===== src/rtl/wdt_pkg.sv =====
package wdt_pkg;

    localparam int unsigned WD_DEPTH_W = 7;
    localparam int unsigned WD_CODE_W  = 5;

    typedef enum logic {
        WD_IDLE = 1'b0,
        WD_RUN  = 1'b1
    } wd_state_e;

    typedef struct packed {
        logic load;
        logic clr_mn;
    } wd_strobe_t;

    function automatic wd_strobe_t wd_strobe_from(input logic fire);
        wd_strobe_t s;
        s.load   = fire;
        s.clr_mn = fire;
        return s;
    endfunction

endpackage


===== src/rtl/wdt_counter.sv =====
module wdt_counter
    import wdt_pkg::*;
#(
    parameter int unsigned DW = WD_DEPTH_W
) (
    input  logic          clk,
    input  logic          rst,
    input  logic          start,
    input  logic          stop,
    input  logic          tick,
    input  logic [DW-1:0] depth,
    output logic          running,
    output logic [DW-1:0] cnt,
    output logic          timeout,
    output logic          expire
);

    wd_state_e     state_q;
    logic [DW-1:0] cnt_q;
    logic          to_q;
    logic          last_step;

    // zero or one remaining: this tick ends the countdown
    assign last_step = (cnt_q[DW-1:1] == '0);
    assign expire    = (state_q == WD_RUN) && tick && !start && !stop && last_step;

    always_ff @(posedge clk) begin
        if (rst) begin
            state_q <= WD_IDLE;
            cnt_q   <= '0;
            to_q    <= 1'b0;
        end else if (start) begin
            state_q <= WD_RUN;
            cnt_q   <= depth;
            to_q    <= 1'b0;
        end else if (stop) begin
            state_q <= WD_IDLE;
        end else if (state_q == WD_RUN && tick) begin
            if (last_step) begin
                state_q <= WD_IDLE;
                cnt_q   <= '0;
                to_q    <= 1'b1;
            end else begin
                cnt_q <= cnt_q - DW'(1);
            end
        end
    end

    assign running = (state_q == WD_RUN);
    assign cnt     = cnt_q;
    assign timeout = to_q;

endmodule


===== src/rtl/wdt_action.sv =====
module wdt_action
    import wdt_pkg::*;
#(
    parameter int unsigned CW = WD_CODE_W
) (
    input  logic          clk,
    input  logic          rst,
    input  logic          expire,
    input  logic          safe_sel,
    input  logic [CW-1:0] safe_code,
    input  logic [CW-1:0] strap_code,
    output wd_strobe_t    strobe,
    output logic [CW-1:0] code
);

    wd_strobe_t    strobe_q;
    logic [CW-1:0] code_q;

    always_ff @(posedge clk) begin
        if (rst) begin
            strobe_q <= '0;
            code_q   <= '0;
        end else begin
            strobe_q <= wd_strobe_from(expire);
            if (expire) begin
                code_q <= safe_sel ? safe_code : strap_code;
            end
        end
    end

    assign strobe = strobe_q;
    assign code   = code_q;

endmodule


===== src/rtl/wdt_freq_fallback.sv =====
module wdt_freq_fallback
    import wdt_pkg::*;
#(
    parameter int unsigned DEPTH_W = WD_DEPTH_W,
    parameter int unsigned CODE_W  = WD_CODE_W
) (
    input  logic               clk,
    input  logic               rst,
    input  logic               en_wr_i,
    input  logic               en_wr_val_i,
    input  logic [DEPTH_W-1:0] depth_i,
    input  logic               safe_sel_i,
    input  logic [CODE_W-1:0]  safe_code_i,
    input  logic [CODE_W-1:0]  strap_code_i,
    input  logic               tick_i,
    output logic [DEPTH_W-1:0] count_o,
    output logic               timeout_o,
    output logic               en_rb_o,
    output logic [CODE_W-1:0]  fsel_o,
    output logic               fsel_load_o,
    output logic               mn_clear_o
);

    logic               running;
    logic [DEPTH_W-1:0] cnt;
    logic               expire;
    wd_strobe_t         strobe;

    wdt_counter #(.DW(DEPTH_W)) u_counter (
        .clk     (clk),
        .rst     (rst),
        .start   (en_wr_i && en_wr_val_i),
        .stop    (en_wr_i && !en_wr_val_i),
        .tick    (tick_i),
        .depth   (depth_i),
        .running (running),
        .cnt     (cnt),
        .timeout (timeout_o),
        .expire  (expire)
    );

    wdt_action #(.CW(CODE_W)) u_action (
        .clk        (clk),
        .rst        (rst),
        .expire     (expire),
        .safe_sel   (safe_sel_i),
        .safe_code  (safe_code_i),
        .strap_code (strap_code_i),
        .strobe     (strobe),
        .code       (fsel_o)
    );

    assign count_o     = running ? cnt : depth_i;
    assign en_rb_o     = running;
    assign fsel_load_o = strobe.load;
    assign mn_clear_o  = strobe.clr_mn;

endmodule


===== config.mk =====
export PLATFORM = sky130hd
export DESIGN_NAME = wdt_freq_fallback
export DESIGN_NICKNAME = d
export VERILOG_FILES = /design/src/rtl/wdt_pkg.sv /design/src/rtl/wdt_counter.sv /design/src/rtl/wdt_action.sv /design/src/rtl/wdt_freq_fallback.sv
export SDC_FILE = /design/constraint.sdc
export NUM_CORES = 1
export LEC_CHECK = 0
export BUFFER_PORTS_ARGS = -buffer_cell sky130_fd_sc_hd__buf_2
export CAP_MARGIN = 10
export CORE_MARGIN = 10
export CORE_UTILIZATION = 45
export CTS_CLUSTER_SIZE = 30
export DETAILED_ROUTE_END_ITERATION = 16
export GPL_TIMING_DRIVEN = 0
export HOLD_SLACK_MARGIN = 0.03
export PLACE_DENSITY = 0.76
export RECOVER_POWER = 25
export SETUP_SLACK_MARGIN = 0.05
export SLEW_MARGIN = 20
export SYNTH_ARGS = -nofsm -noshare
export SYNTH_HDL_FRONTEND = slang
export SYNTH_SLANG_ARGS = --single-unit

===== constraint.sdc =====
create_clock -name clk -period 2.2 [get_ports clk]
set_input_delay 0.44 -clock clk [delete_from_list [all_inputs] [get_ports clk]]
set_output_delay 0.44 -clock clk [all_outputs]
set_load 0.02 [all_outputs]

==> flow_summary.ini, run 1 <==
[run_status]
run_status = complete, no violations

[power_and_ir_drop]
clockPowerShare = 0.269
vdd_drop_max_mv = 0.389
p_int_w = 0.000420
combPwrFrac = 0.246
switching_share = 0.309
p_seq_frac = 0.485
p_leak_nw = 0.487
power-per-cell-area_nw_per_um2 = 533
power.switching_w = 0.000187

[setup_path]
critPathLaunchType = flop
critPathKind = flop to flop
endpoint_kind = flop
path_max_fanout = 8
r2r-end = u_counter.cnt[1]
cp.required_ps = 2360
ff2ff_path_depth = 4
arrival_ps = 1920
r2r_slack_ps = 440
timing.rr.start = u_counter.cnt[2]

[min_path]
hold_path_depth = 3
hp-start = depth_i[0]
hold_path_class = primary input to flop
min_to = u_counter.cnt[0]

[clock_network]
cts_tree = done
htree_levels = 1
cts_hold_buf = 0
clk_pin_slew_worst_paths_ps = 90
clockRootBuffer = clkbuf_4
cts_buffers = 3
clockBufferDepth = 2
post_cts_resized = 0
clk_latency_ps = 290
cts_setup_buffers = 0
cts_sinks = 15

[synthesis]
netlist_instances = 94
yosys.cell_types.count = 36
synth_area_um2 = 902
synth_xor_area_frac = 0.00971
synthAdderAreaFrac = 0.0139
synth_compound_gate_area_share = 0.218
synth-simple-area-share = 0.205
synth-edff-count = 0
synthFlopType = dfxtp_1
yosysWarningCount = 0
muxShareOfSynthArea = 0.154
synth-seq-cells = 15
synth_top_family_by_area = compound AO/OA/AOI/OAI gates
async_flop_share = 0
syn-num-nets = 118
yosysSeqAreaShare = 0.333
syn_area_per_cell_um2 = 9.60

[job]
drv_cap = 0

[timing]
setup_tns_ps = 0
holdWs_ps = 382
tightest_slew_ps = 615
post-route-period-util = 0.800
rsz0062_at_grt = no
maxSlewViolCount = 0
period_minus_slack_ps = 1760
fmax_mhz = 568
hold_viol_final = 0
fin_skew_ps = 6.35
relSlewSlack = 0.586
finalSetupViolCount = 0
setup_slack_ps = 440

[layout]
fin_nets = 160
drive_gt1_frac = 0.400
final_cell_mix = 30 x buf_2, 15 x dfxtp_1, 10 x clkbuf_1, 10 x nor2_1, 8 x a21oi_1
layout_commonest_cell = buf_2
final_cell_area_um2 = 1140
finalNonFillerCells = 162
num_antenna_cells = 0
areaGrowthSynthToFinish_pct = 26.2

[grt]
grt_use_total = 0.109
grt_max_degree = 11
grt_pass1_wl_um = 3890
antenna_found_initial = 0
gr-total-overflow = 0
grt_pass1_vias = 923

[floorplan]
coreArea_um2 = 1940
ioPinCount = 39
die_h_um = 64.8
die_w_um = 64.8
floorplan.initialDensity = 0.465
num_rows = 16
fp.dieArea_um2 = 4200

[route]
routedWlPerCell_um = 14.4
routed_wl_um = 2330
viasPerCell = 5.34
drt_first_pass_iters = 4
drcViolationCount = 0
drtIter0Drc = 33
vias = 865
ant_nets = 0

[placement]
gp_congestion = 0.894
dp_cells = 158
place_hpwl_um = 1880
port_buffers = 37
dpl_cell_area_um2 = 1120
post-place-ws_ps = 418
==> power by group through the flow <==
stage	Sequential, W	Clock, W	Combinational [W]
floorplan	0.000302	0	0.0000974
global placement	0.000300	0	0.000147
detailed placement	0.000300	0	0.000152
CTS	0.000294	0.000169	0.000153
global route	0.000296	0.000180	0.000166
finish	0.000294	0.000163	0.000149
==> cells by family (layout without fill, tap and decap cells) <==
family,Yosys count,after routing
fa+ha+maj,1,1
compound gates,25,25
simple gates,28,28
mux,13,13
flops,15,15
xor+xnor,1,1
buf+inv,11,52
==> worst max-delay path, stage by stage (launching register included) <==
cell and delay (ps):
dfxtp_1 380, nor4_1 580, a21oi_1 250, a222oi_1 360, nor2_1 70
==> metrics by stage <==
step	utilization	power (W)
finish	0.586	0.000607
global route	0.586	0.000642
CTS	0.591	0.000616
detailed placement	0.577	0.000452
global placement	0.577	0.000447
floorplan	-	0.000399
==> sequential cells by signal, summed over array words and instances, names as in the netlist <==
register,count
u_action.code,5
u_action.strobe,1
u_counter.cnt,7
u_counter.running,1
u_counter.timeout,1
==> area by class of cell <==
cell class                      instances  area (um2)
Buffer                                  6        41.3
Clock buffer                            4        26.3
Fill cell                             191         803
Inverter                                5        18.8
Multi-Input combinational cell         68         542
Sequential cell                        15         300
Tap cell                               27        33.8
Timing Repair Buffer                   37         176
==> synth_stat cells (all sizes together), types with 2 or more instances <==
cell / instances / share of area
nor2: 10 / 0.042
or4: 2 / 0.021
and2: 2 / 0.014
a22oi: 2 / 0.017
nor3: 2 / 0.029
dfxtp: 15 / 0.33
mux2: 7 / 0.087
clkbuf: 2 / 0.0083
buf: 4 / 0.037
a21oi: 8 / 0.044
nand2: 2 / 0.0083
a211oi: 7 / 0.080
o21ai: 2 / 0.011
nand3b: 3 / 0.039
mux2i: 6 / 0.067
inv: 5 / 0.021
nor4: 2 / 0.014
==> per-layer routing <==
layer | global-route usage | vias to the layer above | share of wire
met3 | 0.0464 | 3 | 0.10
met2 | 0.193 | 38 | 0.47
met1 | 0.115 | 392 | 0.42
met4 | 0.0321 | 0 | 0.011
met5 | 0 | - | 0
li1 | - | 432 | -
==> worst max-delay path by stage <==
stage / startpoint / endpoint / slack [ps] / cells after the start
global placement: en_wr_i / u_counter.cnt[3] / 450 / 5
finish: u_counter.cnt[2] / u_counter.cnt[1] / 440 / 4
CTS: u_counter.running / count_o[5] / 430 / 3
global route: u_counter.cnt[2] / u_counter.cnt[1] / 250 / 4
detailed placement: en_wr_i / u_counter.cnt[3] / 420 / 5
floorplan: u_counter.running / u_counter.cnt[3] / 520 / 5
No activity file was read; power rests on OpenSTA's default activity.
==> inputs of run 2 (changes only) <==
==> constraint.sdc (replaced) <==
create_clock -name clk -period 1.8 [get_ports clk]
set_input_delay 0.36 -clock clk [delete_from_list [all_inputs] [get_ports clk]]
set_output_delay 0.36 -clock clk [all_outputs]
set_load 0.02 [all_outputs]
==> flow_summary.ini, run 2 (synthesis results as in run 1) <==
[route]
ant_nets = 0
drtIter0Drc = 44
routedWlPerCell_um = 14.8
viasPerCell = 5.33
drt_first_pass_iters = 4
vias = 900
drcViolationCount = 0
routed_wl_um = 2510

[clock_network]
clockRootBuffer = clkbuf_4
clk_pin_slew_worst_paths_ps = 90
cts_buffers = 3
cts_sinks = 15
clockBufferDepth = 2
cts_hold_buf = 0
htree_levels = 1
clk_latency_ps = 290
cts_tree = done

[timing]
hold_viol_final = 0
rsz0062_at_grt = yes
finalSetupViolCount = 0
fin_skew_ps = 5.89
period_minus_slack_ps = 1680
maxSlewViolCount = 0
setup_tns_ps = 0
fmax_mhz = 595
relSlewSlack = 0.655
post-route-period-util = 0.934
tightest_slew_ps = 517

[setup_path]
cp_slowest_cell = or4_4
endpoint_kind = flop
critPathKind = flop to flop
cp.required_ps = 2020
max_stage_delay_ps = 580
worstPathCellList = or4_4 -> nor3_4 -> buf_6 -> nor2_1 -> a211oi_2
cp_top_family = simple AND/OR/NAND/NOR gates
critPathBufInv = 1
path_max_fanout = 10
critPathLaunchType = flop
arrival_ps = 1900

[min_path]
hold_path_class = primary input to flop

[floorplan]
num_rows = 16
floorplan.initialDensity = 0.465
fp.dieArea_um2 = 4200
die_h_um = 64.8
die_w_um = 64.8
ioPinCount = 39
coreArea_um2 = 1940

[layout]
num_antenna_cells = 0
drive_gt1_frac = 0.458
largest_reg_flops = 7
layout_commonest_cell = buf_2
areaGrowthSynthToFinish_pct = 33.4
fin_nets = 167
final_cell_mix = 30 x buf_2, 13 x dfxtp_1, 10 x clkbuf_1, 10 x nor2_1
finalNonFillerCells = 169

[grt]
grt_use_total = 0.112
antenna_found_initial = 0
grt_max_degree = 11
grt_pass1_wl_um = 3990
gr-total-overflow = 0
grt_pass1_vias = 936

[placement]
place_hpwl_um = 1880
dp_cells = 158
gp_congestion = 0.894
port_buffers = 37

[run_status]
run_status = complete, no violations

[power_and_ir_drop]
vdd_drop_max_mv = 0.512
p_leak_nw = 0.526
power-per-cell-area_nw_per_um2 = 627

[job]
drv_cap = 0
## run 2: cell types whose count changed in the layout (fill, tap and decap cells not counted), sizes merged
cell | previous run | this run
buf | 34 | 41
## run 2: area by class of cell
class | instances | area (um2)
buffer | 6 | 41.3
clock buffer | 4 | 26.3
fill | 180 | 738
inverter | 5 | 18.8
multi-input combinational | 68 | 552
sequential | 15 | 303
tap | 27 | 33.8
timing repair buffer | 44 | 229
## run 2: worst reg2reg max path, stage by stage (launching register included)
cell,delay [ps]
dfxtp_2,360
or4_4,580
nor3_4,270
buf_6,170
nor2_1,60
a211oi_2,180
## run 2: layer usage
metal  global-route usage  wire length (um)  part of all wire  up-vias
met1                0.117              1010              0.40      410
met5                    0                 0                 0        -
met2                0.198              1210              0.48       39
li1                     -                 -                 -      448
met4               0.0348                25             0.010        0
met3               0.0464               262              0.10        3
## run 2: final timing paths
kind,startpoint,end,slack (ps),depth (start not counted)
worst max-delay path,u_counter.cnt[1],u_action.code[0],120,5
worst min register to register,u_counter.timeout,u_counter.timeout,500,2
worst max register to register,u_counter.cnt[1],u_action.code[0],120,5
worst min-delay path,depth_i[0],u_counter.cnt[0],300,3
## run 2: report_power, final
| group | internal (W) | switching, W |
|---|---|---|
| clock network | 0.0000864 | 0.000117 |
| registers | 0.000345 | 0.0000169 |
| logic | 0.0000869 | 0.000103 |
## run 2: timing repair
action                     in CTS  in global routing
pin swaps                       0                  2
setup endpoints to repair       1                  5
buffers inserted                0                  7
resized for setup               1                  3
## run 2: per-stage QoR
step	hold WS [ps]	setup WS [ps]	util	area, um2	total power (W)
detailed placement	478	55.8	0.577	1120	0.000553
global placement	467	133	0.577	1120	0.000546
finish	298	119	0.620	1200	0.000755
floorplan	425	117	-	902	0.000488
global route	327	42.3	0.620	1200	0.000794
CTS	304	71.2	0.594	1150	0.000755
==> inputs of run 3 (changes only) <==
--- a/config.mk
+++ b/config.mk
@@ -5,7 +5,7 @@
 export SDC_FILE = /design/constraint.sdc
 export NUM_CORES = 1
 export LEC_CHECK = 0
-export BUFFER_PORTS_ARGS = -buffer_cell sky130_fd_sc_hd__buf_2
+export BUFFER_PORTS_ARGS = -buffer_cell sky130_fd_sc_hd__buf_4
 export CAP_MARGIN = 10
 export CORE_MARGIN = 10
 export CORE_UTILIZATION = 45
@@ -15,7 +15,7 @@
 export HOLD_SLACK_MARGIN = 0.03
 export PLACE_DENSITY = 0.76
 export RECOVER_POWER = 25
-export SETUP_SLACK_MARGIN = 0.05
+export SETUP_SLACK_MARGIN = 0.3
 export SLEW_MARGIN = 20
 export SYNTH_ARGS = -nofsm -noshare
 export SYNTH_HDL_FRONTEND = slang
==> constraint.sdc (replaced) <==
create_clock -name clk -period 1.8 [get_ports clk]
set_input_delay 0 -clock clk [delete_from_list [all_inputs] [get_ports clk]]
set_output_delay 0 -clock clk [all_outputs]
set_load 0.02 [all_outputs]
==> flow_summary.ini, run 3 (synthesis results as in run 1) <==
[min_path]
min_to = u_counter.cnt[4]
hold_path_depth = 3
hold_path_class = primary input to flop
hp-start = depth_i[4]

[power_and_ir_drop]
power-per-cell-area_nw_per_um2 = 574
power_w = 0.000813
p_leak_nw = 0.603
vdd_drop_max_mv = 0.443

[timing]
period_minus_slack_ps = 1620
post-route-period-util = 0.898
setup_slack_ps = 183
fin_skew_ps = 2.75
relSlewSlack = 0.639
hold_viol_final = 0
finalSetupViolCount = 0
maxSlewViolCount = 0
tightest_slew_ps = 542
setup_tns_ps = 0
fmax_mhz = 619
rsz0062_at_grt = yes

[setup_path]
r2r-end = u_action.code[3]
ff2ff_path_depth = 5
timing.rr.start = u_counter.cnt[2]
arrival_ps = 1840
r2r_slack_ps = 180
endpoint_kind = flop
cp_slowest_cell = or4_4
critPathLaunchType = flop
critPathKind = flop to flop
path_max_fanout = 5
worstPathCellList = or4_4 -> nor3_4 -> buf_6 -> nor2_2 -> a211oi_2
cp-startpoint = u_counter.cnt[2]
max_stage_delay_ps = 560
cp.required_ps = 2020

[layout]
fin_nets = 174
largest_reg_flops = 7
num_antenna_cells = 0
drive_gt1_frac = 0.517
fillerInstances = 158
layout_commonest_cell = buf_4
regArea_um2 = 309
final_cell_mix = 36 x buf_4, 10 x dfxtp_1, 9 x clkbuf_1, 8 x a21oi_1
multi_input_area_um2 = 596
final_cell_area_um2 = 1420
areaGrowthSynthToFinish_pct = 57.1

[floorplan]
coreArea_um2 = 1940
ioPinCount = 39
fp.dieArea_um2 = 4200
floorplan.initialDensity = 0.465
die_h_um = 64.8
num_rows = 16
die_w_um = 64.8

[grt]
grt_pass1_wl_um = 4550
grt_max_degree = 11
gr-total-overflow = 0
antenna_found_initial = 0
grt_pass1_vias = 1005
grt_use_total = 0.132

[route]
drtIter0Drc = 16
routed_wl_um = 2720
viasPerCell = 5.44
vias = 957
routedWlPerCell_um = 15.4
ant_nets = 0
drt_first_pass_iters = 4
drcViolationCount = 0

[clock_network]
clk_latency_ps = 290
htree_levels = 1
clockBufferDepth = 2
clk_pin_slew_worst_paths_ps = 90
cts_sinks = 15
clockRootBuffer = clkbuf_4
cts_tree = done
cts_buffers = 3

[run_status]
run_status = complete, no violations

[placement]
place_hpwl_um = 1970
port_buffers = 37
dpl_cell_area_um2 = 1230
post-place-ws_ps = 79.0
gp_congestion = 0.834

[job]
drv_cap = 0
-- run 3: cell types whose count changed in the layout (fill, tap and decap cells not counted), sizes merged --
cell	change
buf	+1
clkbuf	-1
dlygate4sd3	+7
-- run 3: metal layers --
layer	vias to the layer above	share of wire	global-route usage
met5	-	0	0
met3	4	0.097	0.0515
met2	39	0.49	0.228
met4	0	0.015	0.0561
met1	453	0.40	0.139
li1	461	-	-
-- run 3: metrics by stage --
stage	utilization	hold slack, ps	std cells
2_1_floorplan	-	72.8	94
3_3_place_gp	0.635	232	158
3_5_place_dp	0.635	239	158
4_1_cts	0.717	35.5	174
5_1_grt	0.730	76.7	176
6_report	0.730	34.3	176
-- run 3: where the power goes --
group | internal, W | switching, W
Combinational | 0.000130 | 0.000114
Clock | 0.0000863 | 0.000118
Sequential | 0.000346 | 0.0000187
Total | 0.000562 | 0.000251
-- run 3: worst max-delay path by stage --
stage | cells past startpoint | slack [ps] | endpoint
6_report | 5 | 180 | u_action.code[3]
5_1_grt | 5 | 120 | u_action.code[1]
4_1_cts | 5 | 190 | u_action.code[1]
3_5_place_dp | 4 | 80 | u_counter.cnt[1]
3_3_place_gp | 4 | 130 | u_counter.cnt[1]
2_1_floorplan | 5 | 230 | u_counter.cnt[3]
-- run 3: final cells by class --
class                           instances  area share
Tap cell                               27      0.0238
Sequential cell                        15       0.218
Clock buffer                            4      0.0185
Inverter                                5      0.0132
Timing Repair Buffer                   51       0.274
Buffer                                  6      0.0318
Multi-Input combinational cell         68       0.420
-- run 3: repair_timing --
action                     in CTS  in global routing
buffers inserted                4                  2
hold buffers                    7                  0
pin swaps                       5                  5
setup endpoints to repair      13                 13
cloned                          1                  0
hold endpoints to repair       10                  0
resized for setup               7                  9
-- run 3: worst max-delay path, delay by kind of cell, from the launching register on --
family | cells | cell delay (ps)
AO/OA/AOI/OAI | 1 | 170
flip-flops | 1 | 370
buffers and inverters | 1 | 160
AND/OR/NAND/NOR | 3 | 840
